[src/rtl/xde_pkg.sv]
package xde_pkg;

    // descriptor geometry
    localparam int XDE_DW  = 32;   // words per descriptor
    localparam int XDE_AW  = 48;   // buffer address width
    localparam int XDE_CW  = 31;   // data word counter width
    localparam int XDE_IDW = 16;   // identifier width

    // word positions inside the descriptor
    localparam int W_ID   = 0;
    localparam int W_CTRL = 2;
    localparam int W_LEN  = 3;
    localparam int W_SRCA = 4;
    localparam int W_BUF  = 8;

    // control word fields
    localparam int MODE_LO = 28;
    localparam int IRQ_BIT = 27;
    localparam int NBUF_LO = 22;
    localparam int PEN_BIT = 17;

    typedef enum logic [3:0] {
        OP_NOP     = 4'd0,
        OP_COPY    = 4'd1,
        OP_FILL    = 4'd2,
        OP_INIT    = 4'd3,
        OP_CMP     = 4'd4,
        OP_CRC     = 4'd5,
        OP_XOR     = 4'd6,
        OP_PQ_GEN  = 4'd7,
        OP_PQ_REC  = 4'd8
    } xde_op_e;

    typedef enum logic [1:0] {
        ST_IDLE  = 2'd0,
        ST_READ  = 2'd1,
        ST_WRITE = 2'd2,
        ST_DONE  = 2'd3
    } xde_state_e;

endpackage

[src/rtl/xde_decode.sv]
module xde_decode
    import xde_pkg::*;
#(
    parameter int MAX_SRC   = 8,
    parameter int SRC_IDX_W = 3
) (
    input  logic [XDE_DW*32-1:0]             desc_words,
    output logic                             bad,
    output logic                             moves,
    output logic [SRC_IDX_W-1:0]             last_src,
    output logic [MAX_SRC-1:0][XDE_AW-1:0]   srcs,
    output logic [XDE_AW-1:0]                dest,
    output logic [XDE_CW-1:0]                nwords,
    output logic [XDE_IDW-1:0]               id,
    output logic                             irq
);

    localparam int PAIRS    = MAX_SRC / 2;
    localparam int BUF_END  = W_BUF + 3 * PAIRS;

    logic [XDE_DW-1:0][31:0]           w;
    logic [3:0]                        mode;
    logic [3:0]                        nbuf;
    logic                              p_en;
    logic [MAX_SRC-1:0][XDE_AW-1:0]    buf_addr;
    logic [XDE_AW-1:0]                 copy_src;
    logic [31:0]                       len;

    assign w        = desc_words;
    assign mode     = w[W_CTRL][MODE_LO +: 4];
    assign nbuf     = w[W_CTRL][NBUF_LO +: 4];
    assign p_en     = w[W_CTRL][PEN_BIT];
    assign irq      = w[W_CTRL][IRQ_BIT];
    assign id       = w[W_ID][XDE_IDW-1:0];
    assign len      = w[W_LEN];
    assign copy_src = {w[W_SRCA+1][15:0], w[W_SRCA]};
    assign dest     = {w[W_SRCA+3][15:0], w[W_SRCA+2]};

    // round the byte count up to whole words
    assign nwords = {1'b0, len[31:2]} + XDE_CW'(|len[1:0]);

    // paired buffer address unpacking: low words first, shared high word last
    for (genvar i = 0; i < MAX_SRC; i++) begin : g_buf
        localparam int BW = W_BUF + 3 * (i / 2);
        if ((i % 2) == 0) begin : g_even
            assign buf_addr[i] = {w[BW+2][15:0], w[BW]};
        end else begin : g_odd
            assign buf_addr[i] = {w[BW+2][31:16], w[BW+1]};
        end
        if (i == 0) begin : g_first
            assign srcs[i] = (mode == OP_COPY) ? copy_src : buf_addr[i];
        end else begin : g_rest
            assign srcs[i] = buf_addr[i];
        end
    end

    always_comb begin
        bad      = 1'b0;
        moves    = 1'b0;
        last_src = '0;
        case (mode)
            OP_NOP: begin
                moves = 1'b0;
            end
            OP_COPY: begin
                moves = 1'b1;
            end
            OP_XOR: begin
                if (!p_en || nbuf == 4'd0 || int'(nbuf) > MAX_SRC) begin
                    bad = 1'b1;
                end else begin
                    moves    = 1'b1;
                    last_src = SRC_IDX_W'(nbuf - 4'd1);
                end
            end
            default: begin
                bad = 1'b1;
            end
        endcase
    end

    // fields the engine deliberately leaves alone
    logic unused_fields;
    assign unused_fields = ^{w[1], w[W_ID][31:XDE_IDW], w[W_CTRL][26],
                             w[W_CTRL][21:18], w[W_CTRL][16:0],
                             w[W_SRCA+1][31:16], w[W_SRCA+3][31:16],
                             w[XDE_DW-1:BUF_END]};

endmodule

[src/rtl/xde_sequencer.sv]
module xde_sequencer
    import xde_pkg::*;
#(
    parameter int MAX_SRC   = 8,
    parameter int SRC_IDX_W = 3
) (
    input  logic                             clk,
    input  logic                             rst_n,
    input  logic                             desc_valid,
    output logic                             desc_ready,
    input  logic                             dec_bad,
    input  logic                             dec_moves,
    input  logic [SRC_IDX_W-1:0]             dec_last_src,
    input  logic [MAX_SRC-1:0][XDE_AW-1:0]   dec_srcs,
    input  logic [XDE_AW-1:0]                dec_dest,
    input  logic [XDE_CW-1:0]                dec_nwords,
    input  logic [XDE_IDW-1:0]               dec_id,
    input  logic                             dec_irq,
    output logic                             mem_req,
    output logic                             mem_we,
    output logic [XDE_AW-1:0]                mem_addr,
    output logic [31:0]                      mem_wdata,
    input  logic                             mem_gnt,
    input  logic [31:0]                      mem_rdata,
    output logic                             done,
    output logic [XDE_IDW-1:0]               done_id,
    output logic                             done_irq,
    output logic                             done_err
);

    typedef struct packed {
        xde_state_e                        st;
        logic [MAX_SRC-1:0][XDE_AW-1:0]    srcs;
        logic [XDE_AW-1:0]                 dest;
        logic [SRC_IDX_W-1:0]              last_src;
        logic [SRC_IDX_W-1:0]              sidx;
        logic [XDE_CW-1:0]                 nwords;
        logic [XDE_CW-1:0]                 widx;
        logic [31:0]                       acc;
        logic [XDE_IDW-1:0]                id;
        logic                              irq;
        logic                              err;
    } seq_t;

    seq_t q, d;
    logic [XDE_AW-1:0] off;

    assign off = XDE_AW'({q.widx, 2'b00});

    always_comb begin
        d          = q;
        desc_ready = 1'b0;
        mem_req    = 1'b0;
        mem_we     = 1'b0;
        mem_addr   = '0;
        mem_wdata  = q.acc;
        case (q.st)
            ST_IDLE: begin
                desc_ready = 1'b1;
                if (desc_valid) begin
                    d.srcs     = dec_srcs;
                    d.dest     = dec_dest;
                    d.last_src = dec_last_src;
                    d.nwords   = dec_nwords;
                    d.id       = dec_id;
                    d.irq      = dec_irq;
                    d.err      = dec_bad;
                    d.sidx     = '0;
                    d.widx     = '0;
                    d.acc      = '0;
                    if (dec_bad || !dec_moves || dec_nwords == '0) begin
                        d.st = ST_DONE;
                    end else begin
                        d.st = ST_READ;
                    end
                end
            end
            ST_READ: begin
                mem_req  = 1'b1;
                mem_addr = q.srcs[q.sidx] + off;
                if (mem_gnt) begin
                    d.acc = q.acc ^ mem_rdata;
                    if (q.sidx == q.last_src) begin
                        d.st = ST_WRITE;
                    end else begin
                        d.sidx = q.sidx + SRC_IDX_W'(1);
                    end
                end
            end
            ST_WRITE: begin
                mem_req  = 1'b1;
                mem_we   = 1'b1;
                mem_addr = q.dest + off;
                if (mem_gnt) begin
                    d.acc  = '0;
                    d.sidx = '0;
                    if (q.widx + XDE_CW'(1) == q.nwords) begin
                        d.st = ST_DONE;
                    end else begin
                        d.widx = q.widx + XDE_CW'(1);
                        d.st   = ST_READ;
                    end
                end
            end
            ST_DONE: begin
                d.st = ST_IDLE;
            end
            default: begin
                d.st = ST_IDLE;
            end
        endcase
    end

    always_ff @(posedge clk or negedge rst_n) begin
        if (!rst_n) begin
            q <= '0;
        end else begin
            q <= d;
        end
    end

    assign done     = (q.st == ST_DONE);
    assign done_id  = q.id;
    assign done_irq = q.irq;
    assign done_err = q.err;

endmodule

[src/rtl/xor_desc_engine.sv]
module xor_desc_engine
    import xde_pkg::*;
#(
    parameter int MAX_SRC = 8
) (
    input  logic                   clk,
    input  logic                   rst_n,
    input  logic                   desc_valid,
    output logic                   desc_ready,
    input  logic [XDE_DW*32-1:0]   desc_words,
    output logic                   mem_req,
    output logic                   mem_we,
    output logic [XDE_AW-1:0]      mem_addr,
    output logic [31:0]            mem_wdata,
    input  logic                   mem_gnt,
    input  logic [31:0]            mem_rdata,
    output logic                   done,
    output logic [XDE_IDW-1:0]     done_id,
    output logic                   done_irq,
    output logic                   done_err
);

    localparam int SRC_IDX_W = (MAX_SRC > 1) ? $clog2(MAX_SRC) : 1;

    logic                             dec_bad;
    logic                             dec_moves;
    logic [SRC_IDX_W-1:0]             dec_last_src;
    logic [MAX_SRC-1:0][XDE_AW-1:0]   dec_srcs;
    logic [XDE_AW-1:0]                dec_dest;
    logic [XDE_CW-1:0]                dec_nwords;
    logic [XDE_IDW-1:0]               dec_id;
    logic                             dec_irq;

    xde_decode #(
        .MAX_SRC   (MAX_SRC),
        .SRC_IDX_W (SRC_IDX_W)
    ) u_decode (
        .desc_words (desc_words),
        .bad        (dec_bad),
        .moves      (dec_moves),
        .last_src   (dec_last_src),
        .srcs       (dec_srcs),
        .dest       (dec_dest),
        .nwords     (dec_nwords),
        .id         (dec_id),
        .irq        (dec_irq)
    );

    xde_sequencer #(
        .MAX_SRC   (MAX_SRC),
        .SRC_IDX_W (SRC_IDX_W)
    ) u_seq (
        .clk          (clk),
        .rst_n        (rst_n),
        .desc_valid   (desc_valid),
        .desc_ready   (desc_ready),
        .dec_bad      (dec_bad),
        .dec_moves    (dec_moves),
        .dec_last_src (dec_last_src),
        .dec_srcs     (dec_srcs),
        .dec_dest     (dec_dest),
        .dec_nwords   (dec_nwords),
        .dec_id       (dec_id),
        .dec_irq      (dec_irq),
        .mem_req      (mem_req),
        .mem_we       (mem_we),
        .mem_addr     (mem_addr),
        .mem_wdata    (mem_wdata),
        .mem_gnt      (mem_gnt),
        .mem_rdata    (mem_rdata),
        .done         (done),
        .done_id      (done_id),
        .done_irq     (done_irq),
        .done_err     (done_err)
    );

endmodule

[config.mk]
export PLATFORM = sky130hd
export DESIGN_NAME = xor_desc_engine
export DESIGN_NICKNAME = d
export VERILOG_FILES = /design/src/rtl/xde_pkg.sv /design/src/rtl/xde_decode.sv /design/src/rtl/xde_sequencer.sv /design/src/rtl/xor_desc_engine.sv
export SDC_FILE = /design/constraint.sdc
export NUM_CORES = 2
export LEC_CHECK = 0
export BUFFER_PORTS_ARGS = -buffer_cell sky130_fd_sc_hd__buf_2
export CORE_AREA = 2 2 455 457
export CTS_CLUSTER_SIZE = 25
export DETAILED_ROUTE_END_ITERATION = 12
export DIE_AREA = 0 0 457 459
export PLACE_DENSITY = 0.33
export SLEW_MARGIN = 20
export SYNTH_ARGS = -nofsm -noshare
export SYNTH_HDL_FRONTEND = slang
export SYNTH_SLANG_ARGS = --single-unit
export TNS_END_PERCENT = 10
[constraint.sdc]
create_clock -name clk -period 9.4 [get_ports clk]
set_clock_uncertainty 0.05 [all_clocks]
set_input_delay 2.35 -clock clk [delete_from_list [all_inputs] [get_ports clk]]
set_output_delay 2.35 -clock clk [all_outputs]
set_load 0.02 [all_outputs]
==> flow_metrics.py <==
metrics = {
    "floorplan": {
        "floorplan.initialDensity": 0.145,
        "rows": 167,
        "die_area_sq_um": 210000,
        "die_x_um": 457,
        "io_pins": 1162,
        "die_height_um": 459,
        "coreArea_sq_um": 206000,
    },
    "final_layout": {
        "nFillCells": 23300,
        "final_common_cell": "nand2_1",
        "drive_above_1_share": 0.249,
        "areaGrowthSynthToFinish_pct": 30.0,
        "postLayoutCellArea_sq_um": 38700,
        "mostFrequentLayoutCells": "nand2_1, buf_2, dfrtp_1",
        "fin_nets": 5049,
    },
    "synthesis": {
        "syn-num-nets": 4504,
        "yosysSeqAreaShare": 0.464,
        "ys_ff_latch": 552,
        "yosys.cell_types.count": 75,
        "synthCells": 3402,
        "async_flop_share": 1.00,
        "synth-edff-count": 0,
        "syn_area_per_cell_sq_um": 8.76,
        "syn_area_sq_um": 29800,
        "synth.yosys.warnings": 0,
        "synth_ff_type": "dfrtp_1",
    },
    "status": {
        "status": "completed",
    },
    "placed_design": {
        "hpwl_mm": 103,
        "pre_cts_slack_ns": 1.10,
        "port_buffers": 675,
        "placed_cell_area_sq_um": 35800,
        "gp_congestion": 0.795,
    },
    "clocking": {
        "cts_buffers": 80,
        "clockBufferDepth": 3,
        "cts_resized": 0,
        "htree_levels": 3,
        "cts_hold_buf": 0,
        "insertion_delay_ns": 0.70,
        "clock_sinks": 552,
        "tritoncts": "done",
        "cts_root_buf": "clkbuf_16",
        "postCtsSetupRepairBufs": 0,
        "clk_pin_slew_ns": 0.06,
    },
    "grt": {
        "grt-ovfl-total": 0,
        "grt_pass1_vias": 26900,
        "antenna_found_initial": 100,
        "grt_start_max_net_pins": 192,
        "grt_pass1_wl_mm": 196,
        "track_usage": 0.129,
    },
    "critical_path": {
        "critPathKind": "flop to primary output",
        "cpPeakStageDelay_ns": 0.85,
        "cp-end-kind": "primary output",
        "path_buf_inv": 3,
        "cp_max_fo": 30,
        "arrival_ns": 6.38,
        "cp_slowest_cell": "dfrtp_4",
        "path_delay_family": "compound AO/OA/AOI/OAI gates",
        "path_cells": "buf_4 > mux4_2 > mux2i_1 > o21ai_0 > ha_1 > a21oi_1 > nand2_1 > o31ai_1 > o211ai_1 > nor3b_1 > o31ai_2 > buf_4 > nand4_1 > xnor2_1 > nor2_1 > buf_2",
        "crit_top_cell": "buf_4",
        "critPathLaunchType": "flop",
        "cp.required_ns": 7.00,
    },
    "sta": {
        "drv_slew": 0,
        "worstMarginPinSlew_ns": 1.06,
        "hold_ws_ns": 0.417,
        "final_hold_viol_count": 0,
        "tns_ns": 0,
        "rsz0062_at_grt": "no",
        "period_share": 0.935,
        "layout_min_cycle_time_ns": 8.78,
        "setup_viol": 0,
        "relSlewSlack": 0.292,
        "fmax_mhz": 114,
        "setup_slack_ns": 0.616,
    },
    "drt": {
        "drt-initial-drc-count": 1546,
        "routed_via_density": 3.89,
        "post-route-drc-count": 0,
        "first_pass_iters": 5,
        "drtAntennaViolNets": 0,
        "wl_per_cell_um": 20.5,
        "via_count": 26200,
        "drt_wl_total_mm": 138,
    },
    "pwr": {
        "leakage_nw": 18.2,
        "fin_total_pwr_w": 0.0118,
        "vdd_drop_max_mv": 0.161,
        "power_density_nw_per_um2": 305,
    },
    "flow_run": {
        "drv_cap": 0,
    },
    "worst_hold_path": {
        "hold_path.class": "flop to flop",
    },
}
-- power by group --
group,internal [W],leakage [nW],switching (W)
logic,0.00153,9.79,0.00297
clock network,0.00197,1.38,0.00130
registers,0.00342,6.99,0.000612
-- logic make-up (layout without fill, tap and decap cells) --
family	after synthesis	after routing	share of synthesized area
buffers and inverters	283	893	0.0445
AND/OR/NAND/NOR	1792	1792	0.247
adder cells (fa/ha/maj)	42	42	0.0179
multiplexers	188	188	0.104
flip-flops	552	552	0.464
AO/OA/AOI/OAI	429	429	0.0889
XOR/XNOR	116	116	0.0341
other	0	20	0
-- final cells by class --
type | count | area, sq um | share of cell area
Clock inverter | 27 | 428 | 0.0110
Tap cell | 2704 | 3380 | 0.0874
Clock buffer | 120 | 2400 | 0.0620
Sequential cell | 552 | 13800 | 0.357
Multi-Input combinational cell | 2567 | 14700 | 0.380
Inverter | 23 | 86.3 | 0.00223
Antenna cell | 20 | 50.0 | 0.00129
Timing Repair Buffer | 723 | 3840 | 0.0992
-- synthesized netlist by cell type, drive strengths merged (7+ instances only) --
master,count,area [sq um]
a211oi,7,52.6
a21o,13,97.6
a21oi,54,270
a22o,34,298
a31oi,7,43.8
and2,15,93.8
and3,15,93.8
and4,16,140
buf,93,612
clkbuf,167,627
dfrtp,552,13800
ha,41,513
inv,23,86.3
mux2i,88,881
mux4,96,2160
nand2,1429,5360
nand2b,22,138
nand3,53,265
nand4,31,206
nor2,118,443
nor2b,12,75.1
nor3,19,95.1
nor4,10,98.8
o21a,7,52.6
o21ai,213,1070
o31ai,38,290
or2,23,144
or3,13,81.3
xnor2,68,596
xor2,48,420
-- metrics by stage --
stage	cells	utilization
after floorplan	3402	-
after global placement	6569	0.174
after detailed placement	6569	0.174
after CTS	6716	0.188
after global routing	6725	0.188
final	6736	0.188
-- path summary, 6_finish.rpt --
kind / to / slack (ns) / startpoint / cells past startpoint
max: mem_addr[47] / 0.62 / u_seq.q[112] / 16
min: u_seq.q[500] / 0.42 / u_seq.q[500] / 2
max reg2reg: u_seq.off[4] / 5.10 / u_seq.q[550] / 10
min reg2reg: u_seq.q[500] / 0.42 / u_seq.q[500] / 2
max in group asynchronous: u_seq.q[373] / 5.78 / rst_n / 3
min in group asynchronous: u_seq.mem_wdata[13] / 1.61 / rst_n / 1
-- sequential cells by signal (all words and copies together) (netlist names) --
name and flops:
u_seq.q 471, u_seq.mem_wdata 32, u_seq.off 31, u_seq.done_irq 1, u_seq.done_err 1, u_seq.done_id 16
-- tightest hold or removal path, cell delays in order (launching register included) --
cell and delay [ns]:
dfrtp_1 0.33, nand2_1 0.05, nand2_1 0.05
-- per-layer routing --
layer / up-vias / track usage / share of wire
li1: 12500 / - / -
met1: 12600 / 0.172 / 0.46
met2: 758 / 0.206 / 0.45
met3: 287 / 0.0350 / 0.059
met4: 70 / 0.0338 / 0.027
met5: - / 0 / 0.0034
(Power assumes the default switching activity.)
